### src/rtl/stl_pkg.sv
package stl_pkg;

  typedef enum logic [2:0] {
    ST_IDLE      = 3'd0,
    ST_LOAD_KEY  = 3'd1,
    ST_LOAD_DATA = 3'd2,
    ST_WAIT_DONE = 3'd3,
    ST_READ_OUT  = 3'd4,
    ST_COMPARE   = 3'd5
  } loop_state_t;

  localparam logic [2:0] TGT_CFG  = 3'd0;
  localparam logic [2:0] TGT_KEY  = 3'd1;
  localparam logic [2:0] TGT_PT   = 3'd2;
  localparam logic [2:0] TGT_REF  = 3'd3;
  localparam logic [2:0] TGT_CTRL = 3'd4;

  localparam int CFG_W = 3;

  // number of key words for a configuration code {size[1:0], family}
  function automatic logic [3:0] key_words(input logic [CFG_W-1:0] cfg);
    logic [3:0] n;
    if (cfg[0]) n = (cfg[2:1] == 2'd0) ? 4'd3 : 4'd4;
    else begin
      case (cfg[2:1])
        2'd0:    n = 4'd4;
        2'd1:    n = 4'd6;
        default: n = 4'd8;
      endcase
    end
    return n;
  endfunction

  function automatic logic [3:0] blk_words(input logic [CFG_W-1:0] cfg);
    return cfg[0] ? 4'd2 : 4'd4;
  endfunction

endpackage

### src/rtl/stl_spi_rx.sv
module stl_spi_rx #(
  parameter int CMD_W  = 8,
  parameter int WORD_W = 32,
  parameter int ADDR_W = 4
) (
  input  logic              clk,
  input  logic              rst_n,
  input  logic              sclk,
  input  logic              cs_n,
  input  logic              mosi,
  output logic              wr_stb,
  output logic [2:0]        wr_tgt,
  output logic [ADDR_W-1:0] wr_addr,
  output logic [WORD_W-1:0] wr_data
);
  localparam int FRAME_W = CMD_W + WORD_W;
  localparam int CNT_W   = $clog2(FRAME_W + 1);
  localparam logic [CNT_W-1:0] LAST_BIT = CNT_W'(FRAME_W - 1);

  logic [2:0]         sclk_sync;
  logic [1:0]         cs_sync;
  logic [1:0]         mosi_sync;
  logic [FRAME_W-1:0] shreg;
  logic [CNT_W-1:0]   bit_cnt;
  logic               frame_done;
  logic               sclk_rise;

  assign sclk_rise = sclk_sync[1] & ~sclk_sync[2];

  always_ff @(posedge clk or negedge rst_n) begin
    if (!rst_n) begin
      sclk_sync <= '0;
      cs_sync   <= '1;
      mosi_sync <= '0;
    end else begin
      sclk_sync <= {sclk_sync[1:0], sclk};
      cs_sync   <= {cs_sync[0], cs_n};
      mosi_sync <= {mosi_sync[0], mosi};
    end
  end

  always_ff @(posedge clk or negedge rst_n) begin
    if (!rst_n) begin
      shreg      <= '0;
      bit_cnt    <= '0;
      frame_done <= 1'b0;
    end else begin
      frame_done <= 1'b0;
      if (cs_sync[1]) begin
        bit_cnt <= '0;
      end else if (sclk_rise) begin
        shreg <= {shreg[FRAME_W-2:0], mosi_sync[1]};
        if (bit_cnt == LAST_BIT) begin
          bit_cnt    <= '0;
          frame_done <= 1'b1;
        end else begin
          bit_cnt <= bit_cnt + 1'b1;
        end
      end
    end
  end

  assign wr_stb  = frame_done & shreg[FRAME_W-1];
  assign wr_tgt  = shreg[FRAME_W-2 -: 3];
  assign wr_addr = shreg[WORD_W +: ADDR_W];
  assign wr_data = shreg[WORD_W-1:0];

endmodule

### src/rtl/stl_host_regs.sv
module stl_host_regs
  import stl_pkg::*;
#(
  parameter int WORD_W    = 32,
  parameter int ADDR_W    = 4,
  parameter int KEY_DEPTH = 8,
  parameter int BLK_DEPTH = 4
) (
  input  logic                         clk,
  input  logic                         rst_n,
  input  logic                         wr_stb,
  input  logic [2:0]                   wr_tgt,
  input  logic [ADDR_W-1:0]            wr_addr,
  input  logic [WORD_W-1:0]            wr_data,
  input  logic [$clog2(KEY_DEPTH)-1:0] key_idx,
  input  logic [$clog2(BLK_DEPTH)-1:0] blk_idx,
  output logic [CFG_W-1:0]             cfg,
  output logic [WORD_W-1:0]            key_word,
  output logic [WORD_W-1:0]            pt_word,
  output logic [WORD_W-1:0]            ref_word,
  output logic                         start_p,
  output logic                         stop_p
);
  logic [WORD_W-1:0] key_mem [KEY_DEPTH];
  logic [WORD_W-1:0] pt_mem  [BLK_DEPTH];
  logic [WORD_W-1:0] ref_mem [BLK_DEPTH];

  always_ff @(posedge clk or negedge rst_n) begin
    if (!rst_n) begin
      cfg     <= '0;
      start_p <= 1'b0;
      stop_p  <= 1'b0;
    end else begin
      start_p <= 1'b0;
      stop_p  <= 1'b0;
      if (wr_stb && wr_tgt == TGT_CFG)  cfg <= wr_data[CFG_W-1:0];
      if (wr_stb && wr_tgt == TGT_CTRL) begin
        start_p <= wr_data[0];
        stop_p  <= wr_data[1];
      end
    end
  end

  for (genvar e = 0; e < KEY_DEPTH; e++) begin : g_key
    always_ff @(posedge clk or negedge rst_n) begin
      if (!rst_n) key_mem[e] <= '0;
      else if (wr_stb && wr_tgt == TGT_KEY && wr_addr == ADDR_W'(e))
        key_mem[e] <= wr_data;
    end
  end

  for (genvar e = 0; e < BLK_DEPTH; e++) begin : g_blk
    always_ff @(posedge clk or negedge rst_n) begin
      if (!rst_n) begin
        pt_mem[e]  <= '0;
        ref_mem[e] <= '0;
      end else if (wr_stb && wr_addr == ADDR_W'(e)) begin
        if (wr_tgt == TGT_PT)  pt_mem[e]  <= wr_data;
        if (wr_tgt == TGT_REF) ref_mem[e] <= wr_data;
      end
    end
  end

  assign key_word = key_mem[key_idx];
  assign pt_word  = pt_mem[blk_idx];
  assign ref_word = ref_mem[blk_idx];

endmodule

### src/rtl/stl_loop_fsm.sv
module stl_loop_fsm
  import stl_pkg::*;
#(
  parameter int WORD_W    = 32,
  parameter int KEY_DEPTH = 8,
  parameter int BLK_DEPTH = 4
) (
  input  logic                         clk,
  input  logic                         rst_n,
  input  logic                         start_p,
  input  logic                         stop_p,
  input  logic [CFG_W-1:0]             cfg,
  input  logic [WORD_W-1:0]            key_word,
  input  logic [WORD_W-1:0]            pt_word,
  input  logic [WORD_W-1:0]            ref_word,
  output logic [$clog2(KEY_DEPTH)-1:0] key_idx,
  output logic [$clog2(BLK_DEPTH)-1:0] blk_idx,
  output logic                         core_start,
  output logic [CFG_W-1:0]             cfg_run,
  output logic                         core_in_valid,
  input  logic                         core_in_ready,
  output logic [WORD_W-1:0]            core_in_data,
  output logic                         core_in_is_key,
  output logic                         core_in_last,
  input  logic                         core_done,
  input  logic                         core_out_valid,
  output logic                         core_out_ready,
  input  logic [WORD_W-1:0]            core_out_data,
  output logic                         loop_busy,
  output logic                         loop_err,
  output logic                         run_toggle
);
  localparam int CNT_W  = $clog2(KEY_DEPTH + 1);
  localparam int KEY_AW = $clog2(KEY_DEPTH);
  localparam int BLK_AW = $clog2(BLK_DEPTH);

  loop_state_t      state;
  logic [CNT_W-1:0] idx;
  logic [CNT_W-1:0] nk_q;
  logic [CNT_W-1:0] nb_q;
  logic             stop_pend;
  logic             mism;
  logic             in_hs;
  logic             key_end;
  logic             blk_end;

  assign core_in_valid  = (state == ST_LOAD_KEY) || (state == ST_LOAD_DATA);
  assign core_in_is_key = (state == ST_LOAD_KEY);
  assign core_in_data   = core_in_is_key ? key_word : pt_word;
  assign core_out_ready = (state == ST_READ_OUT);
  assign loop_busy      = (state != ST_IDLE);
  assign key_idx        = idx[KEY_AW-1:0];
  assign blk_idx        = idx[BLK_AW-1:0];
  assign in_hs          = core_in_valid & core_in_ready;
  assign key_end        = (idx == nk_q - 1'b1);
  assign blk_end        = (idx == nb_q - 1'b1);
  assign core_in_last   = (state == ST_LOAD_DATA) && blk_end;

  always_ff @(posedge clk or negedge rst_n) begin
    if (!rst_n) begin
      state      <= ST_IDLE;
      idx        <= '0;
      nk_q       <= '0;
      nb_q       <= '0;
      cfg_run    <= '0;
      stop_pend  <= 1'b0;
      mism       <= 1'b0;
      loop_err   <= 1'b0;
      run_toggle <= 1'b0;
      core_start <= 1'b0;
    end else begin
      core_start <= 1'b0;
      if (stop_p && state != ST_IDLE) stop_pend <= 1'b1;
      case (state)
        ST_IDLE: begin
          if (start_p) begin
            loop_err   <= 1'b0;
            stop_pend  <= 1'b0;
            cfg_run    <= cfg;
            nk_q       <= CNT_W'(key_words(cfg));
            nb_q       <= CNT_W'(blk_words(cfg));
            idx        <= '0;
            core_start <= 1'b1;
            state      <= ST_LOAD_KEY;
          end
        end
        ST_LOAD_KEY: begin
          if (in_hs) begin
            if (key_end) begin
              idx   <= '0;
              state <= ST_LOAD_DATA;
            end else begin
              idx <= idx + 1'b1;
            end
          end
        end
        ST_LOAD_DATA: begin
          if (in_hs) begin
            if (blk_end) begin
              idx   <= '0;
              state <= ST_WAIT_DONE;
            end else begin
              idx <= idx + 1'b1;
            end
          end
        end
        ST_WAIT_DONE: begin
          if (core_done) begin
            idx   <= '0;
            mism  <= 1'b0;
            state <= ST_READ_OUT;
          end
        end
        ST_READ_OUT: begin
          if (core_out_valid) begin
            if (core_out_data != ref_word) mism <= 1'b1;
            if (blk_end) state <= ST_COMPARE;
            else         idx   <= idx + 1'b1;
          end
        end
        ST_COMPARE: begin
          idx <= '0;
          if (mism) begin
            loop_err  <= 1'b1;
            stop_pend <= 1'b0;
            state     <= ST_IDLE;
          end else begin
            run_toggle <= ~run_toggle;
            if (stop_pend || stop_p) begin
              stop_pend <= 1'b0;
              state     <= ST_IDLE;
            end else begin
              core_start <= 1'b1;
              state      <= ST_LOAD_KEY;
            end
          end
        end
        default: state <= ST_IDLE;
      endcase
    end
  end

endmodule

### src/rtl/cipher_selftest_loop.sv
module cipher_selftest_loop
  import stl_pkg::*;
#(
  parameter int WORD_W    = 32,
  parameter int CMD_W     = 8,
  parameter int KEY_DEPTH = 8,
  parameter int BLK_DEPTH = 4
) (
  input  logic              clk,
  input  logic              rst_n,
  input  logic              spi_sclk,
  input  logic              spi_cs_n,
  input  logic              spi_mosi,
  output logic              core_start,
  output logic              core_cipher_sel,
  output logic [1:0]        core_key_size,
  output logic              core_in_valid,
  input  logic              core_in_ready,
  output logic [WORD_W-1:0] core_in_data,
  output logic              core_in_is_key,
  output logic              core_in_last,
  input  logic              core_done,
  input  logic              core_out_valid,
  output logic              core_out_ready,
  input  logic [WORD_W-1:0] core_out_data,
  output logic              loop_busy,
  output logic              loop_err,
  output logic              run_toggle
);
  localparam int ADDR_W = CMD_W - 4;
  localparam int KEY_AW = $clog2(KEY_DEPTH);
  localparam int BLK_AW = $clog2(BLK_DEPTH);

  logic              wr_stb;
  logic [2:0]        wr_tgt;
  logic [ADDR_W-1:0] wr_addr;
  logic [WORD_W-1:0] wr_data;
  logic [CFG_W-1:0]  cfg;
  logic [CFG_W-1:0]  cfg_run;
  logic [WORD_W-1:0] key_word;
  logic [WORD_W-1:0] pt_word;
  logic [WORD_W-1:0] ref_word;
  logic [KEY_AW-1:0] key_idx;
  logic [BLK_AW-1:0] blk_idx;
  logic              start_p;
  logic              stop_p;

  stl_spi_rx #(.CMD_W(CMD_W), .WORD_W(WORD_W), .ADDR_W(ADDR_W)) u_rx (
    .clk(clk), .rst_n(rst_n), .sclk(spi_sclk), .cs_n(spi_cs_n), .mosi(spi_mosi),
    .wr_stb(wr_stb), .wr_tgt(wr_tgt), .wr_addr(wr_addr), .wr_data(wr_data)
  );

  stl_host_regs #(.WORD_W(WORD_W), .ADDR_W(ADDR_W), .KEY_DEPTH(KEY_DEPTH),
                  .BLK_DEPTH(BLK_DEPTH)) u_regs (
    .clk(clk), .rst_n(rst_n), .wr_stb(wr_stb), .wr_tgt(wr_tgt), .wr_addr(wr_addr),
    .wr_data(wr_data), .key_idx(key_idx), .blk_idx(blk_idx), .cfg(cfg),
    .key_word(key_word), .pt_word(pt_word), .ref_word(ref_word),
    .start_p(start_p), .stop_p(stop_p)
  );

  stl_loop_fsm #(.WORD_W(WORD_W), .KEY_DEPTH(KEY_DEPTH), .BLK_DEPTH(BLK_DEPTH)) u_fsm (
    .clk(clk), .rst_n(rst_n), .start_p(start_p), .stop_p(stop_p), .cfg(cfg),
    .key_word(key_word), .pt_word(pt_word), .ref_word(ref_word),
    .key_idx(key_idx), .blk_idx(blk_idx), .core_start(core_start), .cfg_run(cfg_run),
    .core_in_valid(core_in_valid), .core_in_ready(core_in_ready),
    .core_in_data(core_in_data), .core_in_is_key(core_in_is_key),
    .core_in_last(core_in_last), .core_done(core_done),
    .core_out_valid(core_out_valid), .core_out_ready(core_out_ready),
    .core_out_data(core_out_data), .loop_busy(loop_busy), .loop_err(loop_err),
    .run_toggle(run_toggle)
  );

  assign core_cipher_sel = cfg_run[0];
  assign core_key_size   = cfg_run[2:1];

endmodule

### config.mk
export PLATFORM = sky130hd
export DESIGN_NAME = cipher_selftest_loop
export DESIGN_NICKNAME = d
export VERILOG_FILES = /design/src/rtl/stl_pkg.sv /design/src/rtl/stl_spi_rx.sv /design/src/rtl/stl_host_regs.sv /design/src/rtl/stl_loop_fsm.sv /design/src/rtl/cipher_selftest_loop.sv
export SDC_FILE = /design/constraint.sdc
export NUM_CORES = 1
export LEC_CHECK = 0
export BUFFER_PORTS_ARGS = -buffer_cell sky130_fd_sc_hd__buf_4
export CAP_MARGIN = 20
export CORE_MARGIN = 2
export CORE_UTILIZATION = 60
export DETAILED_ROUTE_END_ITERATION = 10
export PLACE_DENSITY = 0.81
export SLEW_MARGIN = 20
export SYNTH_ARGS = -nofsm -noshare
export SYNTH_HDL_FRONTEND = slang
export SYNTH_HIERARCHICAL = 1
export SYNTH_SLANG_ARGS = --single-unit
### constraint.sdc
create_clock -name clk -period 4.44 [get_ports clk]
set_clock_uncertainty 0.1 [all_clocks]
set_input_delay 0.222 -clock clk [delete_from_list [all_inputs] [get_ports clk]]
set_output_delay 0.222 -clock clk [all_outputs]
set_load 0.02 [all_outputs]
**Word-level counts from Yosys, hierarchy flattened**

Index checks and enable logic that the tools add are counted.

- Multiplexer cells: 58
- Bitwise gates (word level): 9
- $add $sub $neg: 4
- Eq/ne operators: 32
- Reductions and logical operators: 43
- $lt $le $gt $ge: 2

Operator list:

| kind | count |
|---|---|
| 32-bit two-way mux | 7 |
| 32-bit binary-select mux with 2-bit select | 2 |
| 32-bit binary-select mux with 3-bit select | 1 |
| 4-bit two-way mux | 9 |
| 3-bit two-way mux | 11 |
| 32-bit inequality test | 1 |
| 4-bit case mux with 6 select lines | 1 |
| 2-bit AND reduction | 11 |
| 1-bit two-way mux | 18 |
| 6-bit two-way mux | 3 |
| 3-bit case mux with 6 select lines | 1 |
| 1-bit logical AND | 17 |
| 4-bit by 3-bit equality test with 1-bit output, second input constant | 4 |
| 3-bit by 2-bit equality test with 1-bit output, second input constant | 4 |
| 2-bit inequality test, second input constant | 6 |
| 2-bit by 1-bit inequality test with 1-bit output, second input constant | 5 |
| 3-bit equality test, second input constant | 3 |
| 4-bit by 2-bit equality test with 1-bit output, second input constant | 2 |
| 4-bit equality test | 2 |
| 1-bit case mux with 2 select lines | 4 |
| 4-bit case mux with 2 select lines | 1 |
| 8-bit AND reduction | 1 |
| 4-bit by 1-bit subtractor with 4-bit output, second input constant | 2 |
| 7-bit AND reduction | 1 |
| 21 further kinds | 31 |

- Flip-flop bits (word level): 594
- Bits of input ports: 40
- Output and inout port bits: 43

**Logic depth before layout (Yosys ltp)**

Gate-level depths: netlist of the first run.

- Depth after elaboration: 8
- Mapped depth: 9
- Gate-level depth less buffers: 7

**Hierarchy**

The synthesis of the first run kept the hierarchy.

By module, submodules not included:

| module | instances | cells an instance | area an instance (µm²) |
|---|---|---|---|
| stl_host_regs | 1 | 1340 | 23541.3 |
| stl_spi_rx | 1 | 172 | 2567.5 |
| stl_loop_fsm | 1 | 221 | 2035.7 |

**Least setup slack after synthesis of the first run**

No wires, ideal clock.

- Path type: reg2reg
- Start point: register u_fsm.idx[0]
- End point: register u_fsm.mism
- Period minus slack after synthesis: 2966 ps
- Cell stages (with the launch flop): 10
- Setup slack: 1474 ps
- Data required time: 4218 ps
- Path buffers: 3
- Data arrival time: 2745 ps
- Cell sequence: dfrtp_1 > buf_4 > clkbuf_1 > buf_2 > mux4_2 > xor2_1 > a211o_1 > nor4_1 > nand4_1 > a32o_1

- Cells in the longest elaborated chain, start to end: 7

Ends and longest elaborated chain:

| item | RTL line | source |
|---|---|---|
| start, declared | stl_loop_fsm.sv:38 | `logic [CNT_W-1:0] idx;` |
| start signal, assigned | stl_loop_fsm.sv:93 | `idx <= idx + 1'b1;` |
| start signal, assigned | stl_loop_fsm.sv:103 | `idx <= idx + 1'b1;` |
| start signal, assigned | stl_loop_fsm.sv:118 | `else idx <= idx + 1'b1;` |
| 2-bit inverter with 3-bit output (not written as such) | stl_host_regs.sv:66 | `assign ref_word = ref_mem[blk_idx];` |
| 32-bit binary-select mux with 2-bit select | stl_host_regs.sv:66 |  |
| 32-bit two-way mux (not written as such) (2 in series) | stl_host_regs.sv:66 |  |
| net ref_word[13] | cipher_selftest_loop.sv:42 | `logic [WORD_W-1:0] ref_word;` |
| 32-bit inequality test | stl_loop_fsm.sv:116 | `if (core_out_data != ref_word) mism <= 1'b1;` |
| 2-bit by 1-bit inequality test with 1-bit output (no line) | n/a |  |
| 4-bit AND reduction (no line) | n/a |  |
| end signal, assigned | stl_loop_fsm.sv:67 | `mism <= 1'b0;` |
| end signal, assigned | stl_loop_fsm.sv:110 | `mism <= 1'b0;` |
| end signal, assigned | stl_loop_fsm.sv:116 |  |
| end, declared | stl_loop_fsm.sv:42 | `logic mism;` |

The timed path passes the listed nets, and every way through them passes these cells. The select of a mux whose other input is x is not followed.
A chain may end at the register's enable or synchronous reset.

**Worst setup path in the final report of the first run**

- Start point: register u_fsm.idx[0]
- End point: output core_in_data[13]

- Cells in the longest elaborated chain, start to end: 5
- Elaborated cells between the ends (all ways): 9
- Classes of those cells: mux: 7; bitwise: 2

Ends and longest elaborated chain:

| item | RTL line | source |
|---|---|---|
| 3-bit inverter with 4-bit output (not written as such) | stl_host_regs.sv:64 | `assign key_word = key_mem[key_idx];` |
| 32-bit binary-select mux with 3-bit select | stl_host_regs.sv:64 |  |
| 32-bit two-way mux (not written as such) (2 in series) | stl_host_regs.sv:64 |  |
| net key_word[13] | cipher_selftest_loop.sv:40 | `logic [WORD_W-1:0] key_word;` |
| 32-bit two-way mux | stl_loop_fsm.sv:49 | `assign core_in_data = core_in_is_key ? key_word : pt_word;` |
| end, declared | cipher_selftest_loop.sv:19 | `output logic [WORD_W-1:0] core_in_data,` |

The timed path passes the listed nets, and every way through them passes these cells. The select of a mux whose other input is x is not followed.

==> results.yml, run 1 <==
status:
  status: "finished clean"
synthesis:
  syn_nets: 1777
  synth.top_cells.by_count: "dfrtp_1, mux2_2, mux2_4"
  syn_inst: 1733
  yosysTopAreaCell: "dfrtp_1"
  yosysMostFrequentCell: "dfrtp_1"
  synth_top_area_share_pct: 52.4
  async_flop_share_pct: 100
  ys_seq_elements: 591
  yosys_most_used_dff: "dfrtp_1"
  syn_avg_cell_area_sq_um: 16.2
  synth_cell_types: 69
  synth-edff-count: 0
  seq_area_frac_synth_pct: 52.6
  ys.warnings.count: 6
  synth_area_sq_mm: 0.0281
  synth_area_leaders: "dfrtp_1, mux2_2, mux4_2"
clock_network:
  clockRootBuffer: "clkbuf_16"
  clkLatencyLatePin_ps: 630
  post_cts_resized: 0
  cts_setup_buffers: 0
  clk_pin_slew_ps: 60
  ctsHoldBuffers: 6
  cts_tree: "built"
  cts_sinks: 591
  cts.htree.levels: 2
  numCtsBuffers: 60
  max-clock-path-buffers: 3
pwr:
  peakVddDrop_mv: 0.499
  pwr-share-comb_pct: 13.1
  power.density_mw_per_mm2: 417
  p_int_w: 0.00943
  total_power_w: 0.0129
  p_clk_share_pct: 40.9
  p_leak_nw: 15.5
  pwr-share-seq_pct: 46.0
  p_sw_share_pct: 26.8
  p_switching_w: 0.00346
routing:
  first_pass_iters: 5
  ant_nets: 0
  avgRoutedWirePerCell_microns: 25.4
  vias_per_cell: 6.24
  dr_total_vias: 14900
  drc_errors: 0
  drtIter0Drc: 1092
  wl_mm: 60.8
critical_path:
  critPathLaunchType: "flop"
  cpMaxStageDelayCell: "dfrtp_4"
  worst_setup_path_end_kind: "output port"
  worst_path_dominant_cell_family: "multiplexers"
  worst_ep_required_time_ps: 4120
  path_cells: "buf_4, mux4_2, mux2_2, mux2_2, buf_4"
  cp_data_arrival_time_ps: 3560
  worst-path-buf-inv: 2
  slowest_delay_ps: 970
  crit_type: "reg2out"
  crit_path_max_fanout: 42
timing:
  drv_slew: 0
  holdWs_ps: 6.78
  finalSetupTns_ps: 0
  max_freq_mhz: 258
  grt_setup_unrepaired: "no"
  maxSlewHeadroom_pct: 32.1
  finalSetupViolations: 0
  period_needed_ps: 3880
  finalCritPeriodShare_pct: 87.3
  hold_viol_final: 0
  tightest_slew_ps: 1020
cells_and_area:
  fillers: 3084
  finish.instance_area_sq_mm: 0.0309
  final_core_utilization_pct: 66.6
  nNetsFinal: 1777
  diodes: 0
  area_delta_synth_final_pct: 9.88
  drive_gt1_share_pct: 54.4
die:
  die-height_microns: 221
  coreArea_sq_mm: 0.0465
  initial_core_util_pct: 60.6
  num_rows: 79
  dieArea_sq_mm: 0.0487
  die_width_microns: 221
  ios: 83
placed_design:
  gp_congestion: 0.770
  place_area_sq_mm: 0.0288
  port_buffers: 82
  dp_hpwl_mm: 35.6
grt:
  grt_max_degree: 127
  grt-ovfl-total: 0
  grt_pass1_wl_mm: 96.0
  antenna_found_initial: 0
  track_usage_pct: 26.2
  grt_pass1_vias: 16000
run:
  cap_violations: 0
worst_hold_path:
  hold_class: "in2reg"
cells in the final DEF, fill, tap and decap left out, types with 4 or more instances in the layout:
master           n
a21oi_1         10
and2_1           6
buf_12          11
buf_4          101
bufinv_16        5
clkbuf_1         7
clkbuf_16       62
clkbuf_8        20
clkinv_2        19
dfrtp_1        586
dlygate4sd3_1    6
ha_1             4
inv_1            8
mux2_1          35
mux2_2         408
mux2_4         179
mux4_2         128
nand2_1         18
nand2b_1         6
nand3_1          4
nand4_1          9
nand4_4          4
nor2_1          14
nor2b_1          7
nor3_1           4
o21ai_0          7
xnor2_1         33
xor2_1          11
routing by layer:
metal	vias up	track usage, %	share of wire [%]
met5	-	0	0
met1	8133	37.5	44
met2	349	41.2	48
met3	106	4.08	4.7
li1	6344	-	-
met4	0	9.42	3.2
power groups by stage:
stage | registers (W) | clock network, W | logic [W]
final | 0.00593 | 0.00527 | 0.00169
after global routing | 0.00597 | 0.00560 | 0.00181
after detailed placement | 0.00603 | 0 | 0.00172
after floorplan | 0.00563 | 0 | 0.00153
after global placement | 0.00602 | 0 | 0.00169
after CTS | 0.00593 | 0.00537 | 0.00172
worst register-to-register path: stages (launching register included):
cell and delay, ps:
dfrtp_4 970, buf_4 490, mux4_2 560, xnor2_1 210
nand4_1 140, nor4_1 290, nand4_1 180, a32o_1 300
final cells by class:
type	count	area (sq um)	share of cell area (%)
clock buffer	89	1850	5.99
clock inverter	25	262	0.846
inverter	8	30.0	0.0971
multi-input combinational	953	12200	39.3
sequential	591	14800	47.9
tap	607	759	2.46
timing repair buffer	119	1050	3.41
flip-flops by register name, summed over array words and instances, names as in the netlist:
name	count
u_regs/key_mem	256
u_regs/pt_mem	128
u_regs/ref_mem	128
u_rx/shreg	40
u_rx/bit_cnt	6
u_fsm/idx	4
u_fsm/nk_q	4
u_fsm/cfg_run	3
u_fsm/state	3
u_regs/cfg	3
u_rx/sclk_sync	3
u_rx/cs_sync	2
u_rx/mosi_sync	2
u_fsm/core_start	1
u_fsm/loop_err	1
u_fsm/mism	1
u_fsm/nb_q	1
u_fsm/run_toggle	1
u_fsm/stop_pend	1
u_regs/start_p	1
u_regs/stop_p	1
u_rx/frame_done	1
worst paths after layout:
kind / startpoint / endpoint / slack [ps] / cells past startpoint
max: u_fsm/idx[0]$_DFFE_PN0P_ / core_in_data[13] / 560 / 5
max reg2reg: u_fsm/idx[0]$_DFFE_PN0P_ / u_fsm/mism$_DFFE_PN0P_ / 1100 / 7
max in group asynchronous: rst_n / u_regs/pt_mem[16]$_DFFE_PN0P_ / 2820 / 3
min in group asynchronous: rst_n / u_rx/sclk_sync[1]$_DFF_PN0_ / 190 / 2
min reg2reg: u_rx/cs_sync[0]$_DFF_PN1_ / u_rx/cs_sync[1]$_DFF_PN1_ / 260 / 0
min: core_out_data[27] / u_fsm/mism$_DFFE_PN0P_ / 7 / 4
stage by stage:
| step | setup WS [ps] | std cells |
|---|---|---|
| CTS | 467 | 2392 |
| global route | 356 | 2392 |
| finish | 562 | 2392 |
| detailed placement | 1080 | 2272 |
| global placement | 1110 | 2272 |
| floorplan | 1470 | 1733 |
cells by family (layout without fill, tap and decap cells):
group | Yosys count | in the layout | synth area share [%]
multiplexers | 752 | 752 | 37.6
flip-flops | 591 | 591 | 52.6
buffers and inverters | 189 | 241 | 4.26
AND/OR/NAND/NOR | 117 | 117 | 3.09
XOR/XNOR | 44 | 44 | 1.37
AO/OA/AOI/OAI | 36 | 36 | 0.951
adder cells (fa/ha/maj) | 4 | 4 | 0.178
(Power assumes the default switching activity.)
==> run 2, diff against run 1 <==
CTS_BUF_LIST = sky130_fd_sc_hd__clkbuf_2   (was unset)
==> results.yml, run 2 (same netlist as run 1, synthesis figures left out) <==
die:
  dieArea_sq_mm: 0.0487
  num_rows: 79
  initial_core_util_pct: 60.6
  die-height_microns: 221
  ios: 83
  coreArea_sq_mm: 0.0465
  die_width_microns: 221
timing:
  drv_slew: 0
  hold_viol_final: 0
  finalCritPeriodShare_pct: 93.2
  max_freq_mhz: 242
  period_needed_ps: 4140
  finalSetupTns_ps: 0
  finalSetupViolations: 0
  maxSlewHeadroom_pct: 34.0
  tightest_slew_ps: 988
  grt_setup_unrepaired: "no"
routing:
  drtIter0Drc: 1244
  avgRoutedWirePerCell_microns: 24.2
  vias_per_cell: 6.06
  ant_nets: 0
  drc_errors: 0
  first_pass_iters: 7
  wl_mm: 61.7
  dr_total_vias: 15500
grt:
  track_usage_pct: 26.9
  grt-ovfl-total: 0
  grt_max_degree: 118
  grt_pass1_wl_mm: 97.4
  grt_pass1_vias: 16900
  antenna_found_initial: 2
critical_path:
  r2r_setup_slack_ps: 300
  crit_start: "u_fsm/state[0]$_DFFE_PN0P_"
  critPathLaunchType: "flop"
  cp_data_arrival_time_ps: 3820
  crit_path_max_fanout: 23
  worst_setup_path_end_kind: "output port"
  crit_type: "reg2out"
  critical_path.endpoint: "core_in_data[26]"
  worst_ep_required_time_ps: 4120
  timing.rr.start: "u_fsm/idx[0]$_DFFE_PN0P_"
  reg2reg_depth: 9
  r2r_end: "u_fsm/mism$_DFFE_PN0P_"
placed_design:
  gp_congestion: 0.770
  place_area_sq_mm: 0.0288
  dp_hpwl_mm: 35.6
  port_buffers: 82
status:
  status: "finished clean"
cells_and_area:
  layout_common_cells: "dfrtp_1, mux2_2, clkbuf_2"
  mostFrequentLayoutCell: "dfrtp_1"
  reg_top3: "u_regs/key_mem x256, u_regs/pt_mem x128, u_regs/ref_mem x128"
  nNetsFinal: 1883
  area_delta_synth_final_pct: 8.06
  finish.instance_area_sq_mm: 0.0304
  drive_gt1_share_pct: 55.8
  max_flop_register: "u_regs/key_mem"
  largest_register_ffs: 256
pwr:
  power.density_mw_per_mm2: 376
  p_leak_nw: 15.5
  pwr-share-comb_pct: 15.7
  p_switching_w: 0.00354
  p_sw_share_pct: 31.0
  p_int_w: 0.00790
  peakVddDrop_mv: 0.458
  p_clk_share_pct: 33.0
  pwr-share-seq_pct: 51.4
clock_network:
  max-clock-path-buffers: 3
  cts_tree: "built"
  numCtsBuffers: 148
  clockRootBuffer: "clkbuf_2"
  clk_pin_slew_ps: 100
  clkLatencyLatePin_ps: 1300
  cts.htree.levels: 4
  cts_sinks: 591
worst_hold_path:
  hold_class: "in2reg"
run:
  cap_violations: 0
[run 2: timing repair]
| action | in CTS | in global routing |
|---|---|---|
| hold buffers | 23 | 0 |
| gates resized for setup | 1 | 0 |
| endpoints found under the setup margin | 25 | 0 |
| endpoints found under the hold margin | 602 | 0 |
| buffers inserted | 1 | 0 |
[run 2: cell type report]
cell class              count  area [sq um]
clock buffers             209          1050
flip-flops and latches    591         14800
multi-input cells         953         12200
clock inverters            48           339
well taps                 607           759
inverters                   8          30.0
fillers                  3235         16000
repair buffers            137          1260
diodes                      2          5.00
[run 2: worst min path at each step]
stage	from	end	cells after the start
floorplan	rst_n	u_fsm/cfg_run[0]$_DFFE_PN0P_	0
global placement	spi_cs_n	u_rx/cs_sync[0]$_DFF_PN1_	1
detailed placement	spi_cs_n	u_rx/cs_sync[0]$_DFF_PN1_	1
CTS	core_in_ready	u_fsm/idx[0]$_DFFE_PN0P_	6
global route	core_in_ready	u_fsm/idx[0]$_DFFE_PN0P_	6
finish	core_in_ready	u_fsm/state[2]$_DFFE_PN0P_	6
[run 2: layer usage]
metal | GRT usage (%) | up-vias | share of wire, %
met4 | 11.1 | 0 | 2.8
met1 | 36.6 | 8301 | 43
met3 | 6.24 | 121 | 5.6
li1 | - | 6631 | -
met2 | 42.2 | 426 | 48
met5 | 0 | - | 0
[run 2: power by group through the flow]
| stage | registers, W | clock network, W | logic, W |
|---|---|---|---|
| 3_5_place_dp | 0.00603 | 0 | 0.00172 |
| 2_1_floorplan | 0.00563 | 0 | 0.00153 |
| 6_report | 0.00588 | 0.00377 | 0.00179 |
| 5_1_grt | 0.00592 | 0.00418 | 0.00192 |
| 3_3_place_gp | 0.00602 | 0 | 0.00169 |
| 4_1_cts | 0.00588 | 0.00390 | 0.00183 |
[run 2: worst max-delay path: stages (launching register included)]
cell,delay (ps)
dfrtp_1,780
nand2b_1,210
nor2_4,700
buf_12,270
mux2_2,400
buf_4,170
[run 2: stage by stage]
step	worst slack, ps	std cells	total power (W)	util, %	hold WS, ps
6_report	302	2555	0.0114	65.5	142
5_1_grt	57.6	2555	0.0120	65.5	94.5
4_1_cts	153	2553	0.0116	65.5	21.2
3_5_place_dp	1080	2272	0.00774	61.9	232
3_3_place_gp	1110	2272	0.00771	61.9	230
2_1_floorplan	1470	1733	0.00716	-	-174
==> run 3, diff against run 2 <==
BUFFER_PORTS_ARGS = unset   (was -buffer_cell sky130_fd_sc_hd__buf_4)
DONT_BUFFER_PORTS = 1   (was unset)
PLACE_DENSITY = 0.8   (was 0.81)
==> results.yml, run 3 (same netlist as run 1, synthesis figures left out) <==
placed_design:
  gp_congestion: 0.789
  port_buffers: 0
  dp_hpwl_mm: 35.4
  place_ws_ps: 1260
  dp.cells: 2191
die:
  die-height_microns: 221
  die_width_microns: 221
  dieArea_sq_mm: 0.0487
  num_rows: 79
  ios: 83
  coreArea_sq_mm: 0.0465
  initial_core_util_pct: 60.6
critical_path:
  worst_ep_required_time_ps: 4120
  cp_data_arrival_time_ps: 3930
  crit_path_max_fanout: 36
  critPathLaunchType: "flop"
  worst_setup_path_end_kind: "output port"
  r2r_setup_slack_ps: 340
  crit_type: "reg2out"
pwr:
  p_leak_nw: 15.1
  total_power_w: 0.0112
  power.density_mw_per_mm2: 377
  peakVddDrop_mv: 0.448
clock_network:
  numCtsBuffers: 150
  cts_sinks: 591
  clkLatencyLatePin_ps: 1310
  clk_pin_slew_ps: 90
  cts_tree: "built"
  ctsHoldBuffers: 23
  clockRootBuffer: "clkbuf_2"
  cts.htree.levels: 4
  max-clock-path-buffers: 3
timing:
  period_needed_ps: 4250
  finalCritPeriodShare_pct: 95.7
  grt_setup_unrepaired: "no"
  finalSetupViolations: 0
  max_freq_mhz: 235
  tightest_slew_ps: 2680
  finalSetupTns_ps: 0
  holdWs_ps: -1480
  maxSlewHeadroom_pct: -78.8
  drv_slew: 423
  layout_setup_ws_ps: 189
  hold_viol_final: 591
run:
  cap_violations: 0
grt:
  grt_max_degree: 592
  track_usage_pct: 26.6
  grt_pass1_wl_mm: 96.3
  antenna_found_initial: 2
  grt_pass1_vias: 16400
  grt-ovfl-total: 0
cells_and_area:
  largest_register_ffs: 256
  fillers: 3351
  final_cells: 2467
  max_flop_register: "u_regs/key_mem"
  layout_common_cells: "dfrtp_1, mux2_2, clkbuf_2"
  nNetsFinal: 1804
  drive_gt1_share_pct: 54.2
  mostFrequentLayoutCell: "dfrtp_1"
  area_delta_synth_final_pct: 5.27
  reg_top3: "u_regs/key_mem x256, u_regs/pt_mem x128, u_regs/ref_mem x128"
routing:
  vias_per_cell: 6.08
  drc_errors: 0
  wl_mm: 61.0
  avgRoutedWirePerCell_microns: 24.7
  dr_total_vias: 15000
  drtIter0Drc: 1030
  first_pass_iters: 4
  ant_nets: 0
status:
  violations: "negative hold slack, max-slew violations"
  status: "finished with violations"
worst_hold_path:
  hold_class: "in2async"
[run 3: worst paths after layout]
| kind | startpoint | endpoint | depth (start not counted) |
|---|---|---|---|
| setup / recovery | u_fsm/idx[2]$_DFFE_PN0P_ | core_in_data[12] | 4 |
| hold / removal | rst_n | u_regs/pt_mem[104]$_DFFE_PN0P_ | 0 |
| setup reg to reg | u_fsm/idx[1]$_DFFE_PN0P_ | u_fsm/mism$_DFFE_PN0P_ | 9 |
| hold reg to reg | u_rx/cs_sync[0]$_DFF_PN1_ | u_rx/cs_sync[1]$_DFF_PN1_ | 0 |
| max in group asynchronous | rst_n | u_fsm/idx[1]$_DFFE_PN0P_ | 0 |
| min in group clk | core_out_valid | u_fsm/idx[0]$_DFFE_PN0P_ | 5 |
[run 3: cell type report]
type	count	area, sq um	share of cell area, %
inverter	8	30.0	0.101
timing repair buffer	56	553	1.87
multi-input combinational	953	12200	41.1
tap	607	759	2.56
clock buffer	211	1060	3.56
sequential	591	14800	50.0
clock inverter	37	251	0.849
antenna	4	10.0	0.0338
[run 3: metrics by stage]
stage	area, sq um	util, %
2_1_floorplan	28100	-
3_3_place_gp	28100	60.4
3_5_place_dp	28100	60.4
4_1_cts	29600	63.8
5_1_grt	29600	63.8
6_report	29600	63.8
[run 3: report_power, final]
part / internal, W / switching, W
logic: 0.000809 / 0.000807
registers: 0.00545 / 0.000468
clock network: 0.00149 / 0.00215
[run 3: per-layer routing]
| layer | track usage (%) | part of all wire [%] | vias to the layer above | wire length (microns) |
|---|---|---|---|---|
| met1 | 36.0 | 44 | 8058 | 26600 |
| met4 | 10.3 | 2.8 | 2 | 1690 |
| met5 | 0 | 0.021 | - | 13 |
| met3 | 8.19 | 6.0 | 104 | 3680 |
| li1 | - | - | 6450 | - |
| met2 | 40.6 | 48 | 374 | 29000 |
[run 3: timing repair]
action	CTS	global route
setup buffers	1	0
endpoints found under the hold margin	602	591
setup endpoints to repair	10	0
resized for setup	0	0
[run 3: worst max-delay path: stages, from the launching register on]
cell and delay, ps:
dfrtp_2 1030, buf_4 550, mux4_2 390, mux2_2 270, mux2_2 370
